## config.mk

```make
export PLATFORM = sky130hd
export DESIGN_NAME = nvm_boot_seq
export DESIGN_NICKNAME = d
export VERILOG_FILES = /design/src/rtl/nvm_boot_pkg.sv /design/src/rtl/boot_flag_reg.sv /design/src/rtl/nvm_stream.sv /design/src/rtl/boot_ctrl.sv /design/src/rtl/nvm_boot_seq.sv
export SDC_FILE = /design/constraint.sdc
export NUM_CORES = 1
export LEC_CHECK = 0
export BUFFER_PORTS_ARGS = -buffer_cell sky130_fd_sc_hd__buf_2
export CORE_MARGIN = 4
export CORE_UTILIZATION = 50
export CTS_CLUSTER_DIAMETER = 100
export CTS_CLUSTER_SIZE = 12
export DETAILED_ROUTE_END_ITERATION = 8
export PLACE_DENSITY_LB_ADDON = 0.08
export SYNTH_ARGS = -nofsm -noshare
export SYNTH_HDL_FRONTEND = slang
export SYNTH_HIERARCHICAL = 1
export SYNTH_SLANG_ARGS = --single-unit
```

## constraint.sdc

```tcl
create_clock -name clk -period 12.8 [get_ports clk]
set_clock_uncertainty 0.2 [all_clocks]
set_input_delay 1.28 -clock clk [delete_from_list [all_inputs] [get_ports clk]]
set_output_delay 1.28 -clock clk [all_outputs]
set_load 0.01 [all_outputs]
```

## src/rtl/nvm_boot_pkg.sv

```systemverilog
package nvm_boot_pkg;

  // Setup area layout (offsets inside the 64-byte area)
  localparam int          SETUP_BYTES  = 64;
  localparam logic [5:0]  OFS_LEVEL    = 6'h38;
  localparam logic [5:0]  OFS_START_LO = 6'h3A;
  localparam logic [5:0]  OFS_START_HI = 6'h3B;
  localparam logic [5:0]  OFS_LEN_LO   = 6'h3C;
  localparam logic [5:0]  OFS_LEN_HI   = 6'h3D;

  // Boot variable block size at the top of code/data RAM
  localparam int          BVAR_BYTES   = 4;

  // Flag register bit positions
  localparam int          FLG_RUN_A    = 0;
  localparam int          FLG_RUN_B    = 1;
  localparam int          FLG_TRIM     = 2;
  localparam int          FLG_W        = 3;

  typedef enum logic [2:0] {
    ST_START,
    ST_SETUP,
    ST_DECIDE,
    ST_USER,
    ST_BVAR,
    ST_WAIT,
    ST_RUN
  } boot_state_e;

  typedef enum logic [1:0] {
    CAUSE_POR    = 2'd0,
    CAUSE_BUTTON = 2'd1,
    CAUSE_TIMER  = 2'd2,
    CAUSE_HOST   = 2'd3
  } boot_cause_e;

endpackage

```

## src/rtl/boot_flag_reg.sv

```systemverilog
module boot_flag_reg
  import nvm_boot_pkg::*;
(
  input  logic             clk,
  input  logic             rst_n,
  input  logic             boot_evt,
  input  logic             we,
  input  logic [FLG_W-1:0] wdata,
  output logic [FLG_W-1:0] q,
  output logic             run_req,
  output logic             trim
);

  logic [FLG_W-1:0] q_r;
  logic [FLG_W-1:0] q_n;

  always_comb begin
    q_n = q_r;
    if (boot_evt) begin
      q_n[FLG_RUN_A] = 1'b0;
      q_n[FLG_RUN_B] = 1'b0;
    end
    if (we) begin
      q_n = q_n | wdata;
    end
  end

  always_ff @(posedge clk or negedge rst_n) begin
    if (!rst_n) begin
      q_r <= '0;
    end else begin
      q_r <= q_n;
    end
  end

  assign q       = q_r;
  assign run_req = q_r[FLG_RUN_A] | q_r[FLG_RUN_B];
  assign trim    = q_r[FLG_TRIM];

endmodule

```

## src/rtl/nvm_stream.sv

```systemverilog
module nvm_stream #(
  parameter int W = 16
) (
  input  logic         clk,
  input  logic         rst_n,
  input  logic         abort,
  input  logic         start,
  input  logic [W-1:0] base,
  input  logic [W-1:0] len,
  output logic [W-1:0] rd_addr,
  output logic         rd_en,
  input  logic [7:0]   rd_data,
  output logic         out_vld,
  output logic [W-1:0] out_idx,
  output logic [7:0]   out_data,
  output logic         done
);

  logic [W-1:0] base_q, base_n;
  logic [W-1:0] len_q,  len_n;
  logic [W-1:0] cnt_q,  cnt_n;
  logic [W-1:0] idx_q,  idx_n;
  logic         busy_q, busy_n;
  logic         vld_q,  vld_n;
  logic         last_q, last_n;
  logic         zero_q, zero_n;
  logic         at_end;

  assign at_end = (cnt_q == len_q - W'(1));

  always_comb begin
    base_n = base_q;
    len_n  = len_q;
    cnt_n  = cnt_q;
    busy_n = busy_q;
    idx_n  = cnt_q;
    vld_n  = busy_q;
    last_n = busy_q & at_end;
    zero_n = 1'b0;
    if (busy_q) begin
      cnt_n = cnt_q + W'(1);
      if (at_end) begin
        busy_n = 1'b0;
      end
    end
    if (start) begin
      base_n = base;
      len_n  = len;
      cnt_n  = '0;
      busy_n = (len != '0);
      zero_n = (len == '0);
    end
    if (abort) begin
      busy_n = 1'b0;
      vld_n  = 1'b0;
      last_n = 1'b0;
      zero_n = 1'b0;
    end
  end

  always_ff @(posedge clk or negedge rst_n) begin
    if (!rst_n) begin
      base_q <= '0;
      len_q  <= '0;
      cnt_q  <= '0;
      idx_q  <= '0;
      busy_q <= 1'b0;
      vld_q  <= 1'b0;
      last_q <= 1'b0;
      zero_q <= 1'b0;
    end else begin
      base_q <= base_n;
      len_q  <= len_n;
      cnt_q  <= cnt_n;
      idx_q  <= idx_n;
      busy_q <= busy_n;
      vld_q  <= vld_n;
      last_q <= last_n;
      zero_q <= zero_n;
    end
  end

  assign rd_en    = busy_q;
  assign rd_addr  = base_q + cnt_q;
  assign out_vld  = vld_q;
  assign out_idx  = idx_q;
  assign out_data = rd_data;
  assign done     = (vld_q & last_q) | zero_q;

endmodule

```

## src/rtl/boot_ctrl.sv

```systemverilog
module boot_ctrl
  import nvm_boot_pkg::*;
#(
  parameter int                RAM_AW        = 16,
  parameter int                IRAM_LEN      = 16,
  parameter logic [15:0]       SETUP_BASE    = 16'hFFC0,
  parameter logic [RAM_AW-1:0] CFG_RAM_BASE  = RAM_AW'(16'hFE00),
  parameter logic [RAM_AW-1:0] USER_RAM_BASE = '0
) (
  input  logic              clk,
  input  logic              rst_n,
  input  logic              evt_button,
  input  logic              evt_timer,
  input  logic              evt_host,
  input  logic              trim,
  input  logic              run_req,
  input  logic              autorun,
  input  logic              s_vld,
  input  logic [15:0]       s_idx,
  input  logic [7:0]        s_data,
  input  logic              s_done,
  output logic              s_start,
  output logic              s_abort,
  output logic [15:0]       s_base,
  output logic [15:0]       s_len,
  output logic              ram_we,
  output logic              ram_sel,
  output logic [RAM_AW-1:0] ram_addr,
  output logic [7:0]        ram_wdata,
  output logic              boot_evt,
  output logic              dbg_en,
  output logic              run_rel
);

  localparam logic [RAM_AW-1:0] BVAR_BASE = RAM_AW'((1 << RAM_AW) - BVAR_BYTES);
  localparam logic [15:0]       IRAM_L16  = 16'(IRAM_LEN);

  boot_state_e state_q, state_n;
  boot_cause_e cause_q, cause_n;
  logic [7:0]  level_q, level_n;
  logic [15:0] ustart_q, ustart_n;
  logic [15:0] ulen_q, ulen_n;
  logic [15:0] unread_q, unread_n;
  logic        upath_q, upath_n;
  logic        dbg_q, dbg_n;
  logic [1:0]  bv_q, bv_n;
  logic        evt_any;
  logic        take_user;
  boot_cause_e evt_cause;

  assign evt_any   = evt_button | evt_timer | evt_host;
  assign take_user = !trim && (level_q != 8'h00);

  always_comb begin
    if (evt_host) begin
      evt_cause = CAUSE_HOST;
    end else if (evt_timer) begin
      evt_cause = CAUSE_TIMER;
    end else begin
      evt_cause = CAUSE_BUTTON;
    end
  end

  always_comb begin
    state_n   = state_q;
    cause_n   = cause_q;
    level_n   = level_q;
    ustart_n  = ustart_q;
    ulen_n    = ulen_q;
    unread_n  = unread_q;
    upath_n   = upath_q;
    dbg_n     = dbg_q;
    bv_n      = bv_q;
    s_start   = 1'b0;
    s_base    = '0;
    s_len     = '0;
    ram_we    = 1'b0;
    ram_sel   = 1'b0;
    ram_addr  = '0;
    ram_wdata = s_data;

    case (state_q)
      ST_START: begin
        s_start = 1'b1;
        s_base  = SETUP_BASE;
        s_len   = 16'(SETUP_BYTES);
        state_n = ST_SETUP;
      end

      ST_SETUP: begin
        if (s_vld) begin
          ram_we   = 1'b1;
          ram_addr = CFG_RAM_BASE + RAM_AW'(s_idx[5:0]);
          if (s_idx[5:0] == OFS_LEVEL)    level_n        = s_data;
          if (s_idx[5:0] == OFS_START_LO) ustart_n[7:0]  = s_data;
          if (s_idx[5:0] == OFS_START_HI) ustart_n[15:8] = s_data;
          if (s_idx[5:0] == OFS_LEN_LO)   ulen_n[7:0]    = s_data;
          if (s_idx[5:0] == OFS_LEN_HI)   ulen_n[15:8]   = s_data;
        end
        if (s_done) begin
          state_n = ST_DECIDE;
        end
      end

      ST_DECIDE: begin
        upath_n = take_user;
        bv_n    = 2'd0;
        if (take_user) begin
          s_start = 1'b1;
          s_base  = ustart_q;
          s_len   = ulen_q;
          state_n = ST_USER;
        end else begin
          unread_n = ustart_q;
          state_n  = ST_BVAR;
        end
      end

      ST_USER: begin
        if (s_vld) begin
          ram_we = 1'b1;
          if (s_idx < IRAM_L16) begin
            ram_sel  = 1'b1;
            ram_addr = RAM_AW'(s_idx);
          end else begin
            ram_addr = USER_RAM_BASE + RAM_AW'(s_idx - IRAM_L16);
          end
        end
        if (s_done) begin
          unread_n = ustart_q + ulen_q;
          state_n  = ST_BVAR;
        end
      end

      ST_BVAR: begin
        ram_we   = 1'b1;
        ram_addr = BVAR_BASE + RAM_AW'(bv_q);
        case (bv_q)
          2'd0:    ram_wdata = unread_q[7:0];
          2'd1:    ram_wdata = unread_q[15:8];
          2'd2:    ram_wdata = level_q;
          default: ram_wdata = {6'b0, cause_q};
        endcase
        bv_n = bv_q + 2'd1;
        if (bv_q == 2'd3) begin
          if (upath_q && autorun) begin
            state_n = ST_RUN;
          end else begin
            state_n = ST_WAIT;
            dbg_n   = 1'b1;
          end
        end
      end

      ST_WAIT: begin
        if (run_req) begin
          state_n = ST_RUN;
        end
      end

      ST_RUN: begin
        state_n = ST_RUN;
      end

      default: begin
        state_n = ST_START;
      end
    endcase

    // A boot event overrides whatever the current step was doing
    if (evt_any) begin
      state_n = ST_START;
      cause_n = evt_cause;
      dbg_n   = 1'b0;
      ram_we  = 1'b0;
      s_start = 1'b0;
    end
  end

  always_ff @(posedge clk or negedge rst_n) begin
    if (!rst_n) begin
      state_q  <= ST_START;
      cause_q  <= CAUSE_POR;
      level_q  <= '0;
      ustart_q <= '0;
      ulen_q   <= '0;
      unread_q <= '0;
      upath_q  <= 1'b0;
      dbg_q    <= 1'b0;
      bv_q     <= '0;
    end else begin
      state_q  <= state_n;
      cause_q  <= cause_n;
      level_q  <= level_n;
      ustart_q <= ustart_n;
      ulen_q   <= ulen_n;
      unread_q <= unread_n;
      upath_q  <= upath_n;
      dbg_q    <= dbg_n;
      bv_q     <= bv_n;
    end
  end

  assign s_abort  = evt_any;
  assign boot_evt = evt_any;
  assign dbg_en   = dbg_q;
  assign run_rel  = (state_q == ST_RUN);

endmodule

```

## src/rtl/nvm_boot_seq.sv

```systemverilog
module nvm_boot_seq
  import nvm_boot_pkg::*;
#(
  parameter int                RAM_AW        = 16,
  parameter int                IRAM_LEN      = 16,
  parameter logic [15:0]       SETUP_BASE    = 16'hFFC0,
  parameter logic [RAM_AW-1:0] CFG_RAM_BASE  = RAM_AW'(16'hFE00),
  parameter logic [RAM_AW-1:0] USER_RAM_BASE = '0
) (
  input  logic              clk,
  input  logic              por_n,
  input  logic              evt_button,
  input  logic              evt_timer,
  input  logic              evt_host,
  input  logic              autorun,
  input  logic              flags_we,
  input  logic [FLG_W-1:0]  flags_wdata,
  output logic [FLG_W-1:0]  flags_q,
  output logic [15:0]       nvm_addr,
  output logic              nvm_re,
  input  logic [7:0]        nvm_rdata,
  output logic              ram_we,
  output logic              ram_sel,
  output logic [RAM_AW-1:0] ram_addr,
  output logic [7:0]        ram_wdata,
  output logic              dbg_en,
  output logic              run_rel
);

  // Reset: asserted asynchronously, released on the clock
  logic [1:0] rst_sync_q;
  logic       rst_n;

  always_ff @(posedge clk or negedge por_n) begin
    if (!por_n) begin
      rst_sync_q <= 2'b00;
    end else begin
      rst_sync_q <= {rst_sync_q[0], 1'b1};
    end
  end

  assign rst_n = rst_sync_q[1];

  logic        boot_evt;
  logic        run_req;
  logic        trim;
  logic        s_start, s_abort, s_vld, s_done;
  logic [15:0] s_base, s_len, s_idx;
  logic [7:0]  s_data;

  boot_flag_reg u_flags (
    .clk      (clk),
    .rst_n    (rst_n),
    .boot_evt (boot_evt),
    .we       (flags_we),
    .wdata    (flags_wdata),
    .q        (flags_q),
    .run_req  (run_req),
    .trim     (trim)
  );

  nvm_stream #(.W(16)) u_stream (
    .clk      (clk),
    .rst_n    (rst_n),
    .abort    (s_abort),
    .start    (s_start),
    .base     (s_base),
    .len      (s_len),
    .rd_addr  (nvm_addr),
    .rd_en    (nvm_re),
    .rd_data  (nvm_rdata),
    .out_vld  (s_vld),
    .out_idx  (s_idx),
    .out_data (s_data),
    .done     (s_done)
  );

  boot_ctrl #(
    .RAM_AW        (RAM_AW),
    .IRAM_LEN      (IRAM_LEN),
    .SETUP_BASE    (SETUP_BASE),
    .CFG_RAM_BASE  (CFG_RAM_BASE),
    .USER_RAM_BASE (USER_RAM_BASE)
  ) u_ctrl (
    .clk        (clk),
    .rst_n      (rst_n),
    .evt_button (evt_button),
    .evt_timer  (evt_timer),
    .evt_host   (evt_host),
    .trim       (trim),
    .run_req    (run_req),
    .autorun    (autorun),
    .s_vld      (s_vld),
    .s_idx      (s_idx),
    .s_data     (s_data),
    .s_done     (s_done),
    .s_start    (s_start),
    .s_abort    (s_abort),
    .s_base     (s_base),
    .s_len      (s_len),
    .ram_we     (ram_we),
    .ram_sel    (ram_sel),
    .ram_addr   (ram_addr),
    .ram_wdata  (ram_wdata),
    .boot_evt   (boot_evt),
    .dbg_en     (dbg_en),
    .run_rel    (run_rel)
  );

endmodule

```

After elaboration in Yosys (flattened, before gate mapping)
Index checks and enable logic that the tools add are counted.

operators by class
  add/sub/neg operators = 8
  $mul = 0
  divide/modulo/power cells = 0
  magnitude comparators = 1
  eq/ne operators = 22
  shift operators = 0
  multiplexer cells = 49
  bitwise logic cells = 7
  reduce and logical (&&, ||, !) cells = 22

operator list
  operator                 number
  $mux W16                 9
  $pmux W16 S2             3
  $pmux W16 S3             1
  $add A16 B16 Y16         2
  $eq A6 B6 Y1 const B     5
  $pmux W8 S3              1
  $pmux W3 S7              1
  $reduce_and A3 Y1        7
  $mux W1                  19
  $mux W3                  6
  $add A16 B1 Y16 const B  1
  $eq A16 B16 Y1           1
  $logic_not A16 Y1        1
  $lt A16 B5 Y1 const B    1
  $reduce_bool A16 Y1      1
  $sub A16 B1 Y16 const B  1
  $sub A16 B5 Y16 const B  1
  $add A10 B7 Y11 const A  1
  $mux W2                  5
  $reduce_bool A2 Y1       5
  $eq A3 B3 Y1 const B     3
  $ne A3 B3 Y1 const B     3
  $mux W8                  1
  $reduce_bool A8 Y1       1
  19 further kinds         29

storage, ports and cells
  bits in registers = 138
  latch bits = 0
  memory bits (writable) = 0
  bits in read-only memories = 0
  input bits = 18
  output and inout port bits = 48
  logic and storage cells = 131
  memories kept = 0

Depth between registers and ports, before layout
  depth after elaboration = 7
  mapped depth = 12
  depth with buffers taken out = 10

Hierarchy
Netlist, hierarchy kept.

modules (own cells, without submodules)
  module         times used  cells an instance  area each (µm²)  sequential area each (µm²)
  boot_ctrl      1           480                4371.7           1626.6
  nvm_stream     1           371                3857.4           1701.6
  boot_flag_reg  1           12                 122.6            75.1
  nvm_boot_seq   1           3                  53.8             50.0

Least setup slack after synthesis
Ideal clock, no wire load.

  kind = register -> output
  from = register u_stream.cnt_q[11]
  to = output nvm_addr[15]
  arrival time = 2257 ps
  required time = 11320 ps
  path slack = 9063 ps
  cell stages (with the launch flop) = 8
  path buffers = 0
  path through = dfrtp_1 -> ha_1 -> a21o_1 -> a21oi_1 -> and3b_1 -> a21bo_2 -> mux2i_1 -> a2111oi_0

between the ends
  cells in the longest elaborated chain, start to end = 1

ends and longest elaborated chain
  element                   RTL line            RTL
  start: declaration        nvm_stream.sv:21    logic [W-1:0] cnt_q, cnt_n;
  start signal: assignment  nvm_stream.sv:74    cnt_q <= cnt_n;
  $add A16 B16 Y16          nvm_stream.sv:84    assign rd_addr = base_q + cnt_q;
  end: declaration          nvm_boot_seq.sv:19  output logic [15:0] nvm_addr,

No other way between the ends.

Worst setup path in the final report
  from = register u_stream.cnt_q[0]
  to = output nvm_addr[14]

Same word-level chain as after synthesis.

==> impl_results.md <==
- Result of the run: complete, no violations
- Maximum level of the CTS H-tree: 4
- Class of the most critical setup path: register to output pin
- Worst min-delay path category: register to register
- Final Setup Violations: 0
- Post-DR vias/cell: 5.868
- Worst slew slack as a fraction of its limit: 33.63%
- Drt pass-1 iters: 5
- Global-route usage over all layers: 24.00%
- Final Hold Fails: 0
- Fmax achieved: 221.2 MHz
- Clk_lat worst skew: 420 ps
- Drt initial violations: 464
- Antenna diode instance count: 0
- Highest net fanout along the worst path: 7
- CTS clk-pin slew, worst paths: 60 ps
- Final TNS setup: 0 ps
- Primary flip-flop cell chosen by synthesis mapping: sky130_fd_sc_hd__dfrtp_1
- Endpoint required time on the critical path: 11320 ps
- Post-cts gate resize count: 0
- DRC violation count after routing: 0
- Number of sinks handled by clock tree synthesis: 138
- Min Clock Period, post-route: 4520 ps
- Number of filler instances in the final layout: 1450
- Library cell used as clock root buffer: sky130_fd_sc_hd__clkbuf_16
- Vias in the first global route: 6625
- Detailed Place HPWL: 16.53 mm
- Cts bufs inserted: 17
- Largest voltage drop on the vdd net: 0.09157 mV
- Initial Utilization: 50.87%
- Worst Tran Pin Value: 995.6 ps
- Global-route wire length before repair: 35.05 mm
- Per-instance average area after synthesis: 9.706 µm²
- Flip-flop and latch count after synthesis: 138
- EDFF count, synth: 0
- Post-synthesis cell type count: 75
- Static leakage: 4.352 nW
- Total area of multi-input combinational cells: 4632 µm²
- Clock tree from TritonCTS: done
- Gpl congestion: 0.8888
- Final Power: 0.001118 W
- Finished Core Util: 57.11%
- Final routed wirelength across all metal layers: 21.91 mm
- Count of pins on the block boundary: 66
- Setup repair after global routing missed its margin: no
- Post-synthesis instance total: 866
- Power density cells: 118.4 nW/µm²
- WL per Instance: 19.14 µm
- Die Outline Area: 18950 µm²
- Number of nets in the layout: 970
- Area of the core: 16520 µm²
- Number of max-cap violations: 0
- Antenna violations before repair: 0
- Vertical die dimension: 137.7 µm
- Ys async rst share: 100.0%
- Post-Syn Area: 8406 µm²
- Total nets after synthesis: 924
- Grt ovf: 0
- Final ANT Viol Nets: 0
- Worst setup SP type: register
- CTS max path bufs: 2
- Yosys warns: 6
- Number of hold buffers added after cts: 0
- Quantity of I/O buffers inserted on ports: 65
- Share of layout cells above drive strength 1: 20.76%
- Via count of the routed design: 6719
- Fraction of the cycle the final worst path needs: 35.31%
- Area growth from synthesis to final layout: 12.28%
- Critical Path End Type: output pin
- Maximum number of pins on one net before global-route repair: 81
- Cell row count: 47
- Post-CTS Repair Setup Buffers: 0
- Sequential-to-total area share from yosys stat: 41.08%
- Die span in x: 137.7 µm
- Sequential Area: 3457 µm²
- Worst endpoint data arrival time: 3040 ps
- Final count of pins violating max slew: 0
## sequential cells by signal, summed over array words and instances, names as in the netlist
register,flops
u_ctrl/upath_q,1
u_stream/rd_en,1
u_ctrl/state_q,3
u_stream/out_idx,16
u_flags/q,3
u_ctrl/dbg_en,1
rst_sync_q,2
u_ctrl/unread_q,16
u_stream/cnt_q,16
u_stream/zero_q,1
u_stream/base_q,16
u_ctrl/level_q,8
u_stream/last_q,1
u_ctrl/ulen_q,16
u_ctrl/cause_q,2
u_ctrl/bv_q,2
u_ctrl/ustart_q,16
u_stream/len_q,16
u_stream/out_vld,1
## Yosys cell counts (3+ instances only)
cell | number | area share (%)
sky130_fd_sc_hd__buf_2 | 3 | 0.18
sky130_fd_sc_hd__o22ai_1 | 3 | 0.22
sky130_fd_sc_hd__xor2_1 | 23 | 2.4
sky130_fd_sc_hd__nor2b_1 | 9 | 0.67
sky130_fd_sc_hd__o21ai_0 | 50 | 3.0
sky130_fd_sc_hd__a2111oi_0 | 3 | 0.31
sky130_fd_sc_hd__buf_4 | 11 | 0.98
sky130_fd_sc_hd__nand2_1 | 70 | 3.1
sky130_fd_sc_hd__a21oi_1 | 42 | 2.5
sky130_fd_sc_hd__a211o_1 | 4 | 0.42
sky130_fd_sc_hd__o221ai_1 | 3 | 0.31
sky130_fd_sc_hd__or3_4 | 3 | 0.40
sky130_fd_sc_hd__xnor2_1 | 39 | 4.1
sky130_fd_sc_hd__mux2_2 | 69 | 9.2
sky130_fd_sc_hd__inv_1 | 32 | 1.4
sky130_fd_sc_hd__nor4_1 | 13 | 0.97
sky130_fd_sc_hd__nand3_1 | 23 | 1.4
sky130_fd_sc_hd__ha_1 | 38 | 5.7
sky130_fd_sc_hd__or2_2 | 4 | 0.30
sky130_fd_sc_hd__dfrtp_1 | 138 | 41
sky130_fd_sc_hd__nor3_1 | 25 | 1.5
sky130_fd_sc_hd__o21ai_1 | 5 | 0.30
sky130_fd_sc_hd__a21o_1 | 23 | 2.1
sky130_fd_sc_hd__or4_1 | 6 | 0.54
sky130_fd_sc_hd__mux2i_1 | 5 | 0.60
sky130_fd_sc_hd__and2_1 | 24 | 1.8
sky130_fd_sc_hd__nand2b_1 | 6 | 0.45
sky130_fd_sc_hd__nand4_1 | 9 | 0.67
sky130_fd_sc_hd__a31oi_1 | 15 | 1.1
sky130_fd_sc_hd__o21a_1 | 6 | 0.54
sky130_fd_sc_hd__buf_1 | 4 | 0.18
sky130_fd_sc_hd__a222oi_1 | 8 | 0.95
sky130_fd_sc_hd__clkbuf_1 | 25 | 1.1
sky130_fd_sc_hd__nor2_1 | 59 | 2.6
sky130_fd_sc_hd__a211oi_1 | 6 | 0.54
sky130_fd_sc_hd__and3_1 | 4 | 0.30
sky130_fd_sc_hd__or3_1 | 9 | 0.67
## worst paths after layout
kind / start / endpoint / slack [ps] / depth (start not counted)
worst max-delay path: u_stream/cnt_q[0]$_DFFE_PN0P_ / nvm_addr[14] / 8280 / 10
worst min-delay path: rst_sync_q[0]$_DFF_PN0_ / rst_sync_q[1]$_DFF_PN0_ / 170 / 0
worst max register to register: u_ctrl/level_q[5]$_DFFE_PN0P_ / u_stream/rd_en$_DFF_PN0_ / 9240 / 10
worst min register to register: rst_sync_q[0]$_DFF_PN0_ / rst_sync_q[1]$_DFF_PN0_ / 170 / 0
max in group asynchronous: rst_sync_q[1]$_DFF_PN0_ / u_stream/out_idx[10]$_DFF_PN0_ / 10700 / 1
min in group asynchronous: rst_sync_q[1]$_DFF_PN0_ / u_ctrl/unread_q[11]$_DFFE_PN0P_ / 210 / 0
## worst max-delay path, stage by stage, from the launching register on
cell and delay [ps]:
sky130_fd_sc_hd__dfrtp_1 480, sky130_fd_sc_hd__ha_1 240, sky130_fd_sc_hd__inv_1 60, sky130_fd_sc_hd__fa_1 410
sky130_fd_sc_hd__nor2b_1 140, sky130_fd_sc_hd__o21a_1 170, sky130_fd_sc_hd__o21ai_0 170, sky130_fd_sc_hd__a211o_1 380
sky130_fd_sc_hd__a2111o_1 390, sky130_fd_sc_hd__nand3_1 70, sky130_fd_sc_hd__buf_2 120
## power breakdown
group / internal (W) / switching (W)
sequential: 0.000461 / 0.0000283
combinational: 0.0000669 / 0.0000772
clock: 0.000302 / 0.000182
total: 0.000830 / 0.000288
## per-stage QoR
step	hold slack, ps	setup slack, ps	cell area [µm²]	cells
floorplan	131.2	8470	8406	866
global placement	137.8	8586	8847	1113
detailed placement	153.6	8574	8847	1113
CTS	177.2	8273	9438	1145
global route	186.3	8097	9438	1145
finish	170.6	8280	9438	1145
## metal layers
layer / part of all wire (%) / GRT usage (%)
met3: 4.3 / 4.310
met1: 47 / 33.74
met4: 2.0 / 7.373
met5: 0 / 0
met2: 47 / 37.85
## cells by family (layout without fill, tap and decap cells)
logic type      after synthesis  after routing  share of synthesized area, %
compound gates              190            190                         14.51
xor+xnor                     62             62                         6.460
fa+ha+maj                    40             40                         6.133
buf+inv                      75            134                         3.885
flops                       138            138                         41.08
mux                          74             74                         9.839
other cells                   1              1                       0.04461
simple gates                286            286                         18.04
## cells in the final DEF (no fill, tap or decap), types with 32 or more instances in the layout
cell,Yosys,final
sky130_fd_sc_hd__buf_2,3,65
sky130_fd_sc_hd__o21ai_0,50,50
sky130_fd_sc_hd__ha_1,38,38
sky130_fd_sc_hd__a21oi_1,42,42
sky130_fd_sc_hd__nor2_1,59,59
sky130_fd_sc_hd__mux2_2,69,69
sky130_fd_sc_hd__xnor2_1,39,39
sky130_fd_sc_hd__nand2_1,70,70
sky130_fd_sc_hd__inv_1,32,32
sky130_fd_sc_hd__dfrtp_1,138,137
## layout make-up
| type | instances | area share, % |
|---|---|---|
| Inverter | 32 | 1.273 |
| Sequential cell | 138 | 36.63 |
| Clock inverter | 10 | 1.233 |
| Multi-Input combinational cell | 653 | 49.08 |
| Tap cell | 220 | 2.917 |
| Clock buffer | 22 | 5.025 |
| Timing Repair Buffer | 70 | 3.845 |
No activity file was read; power rests on OpenSTA's default activity.
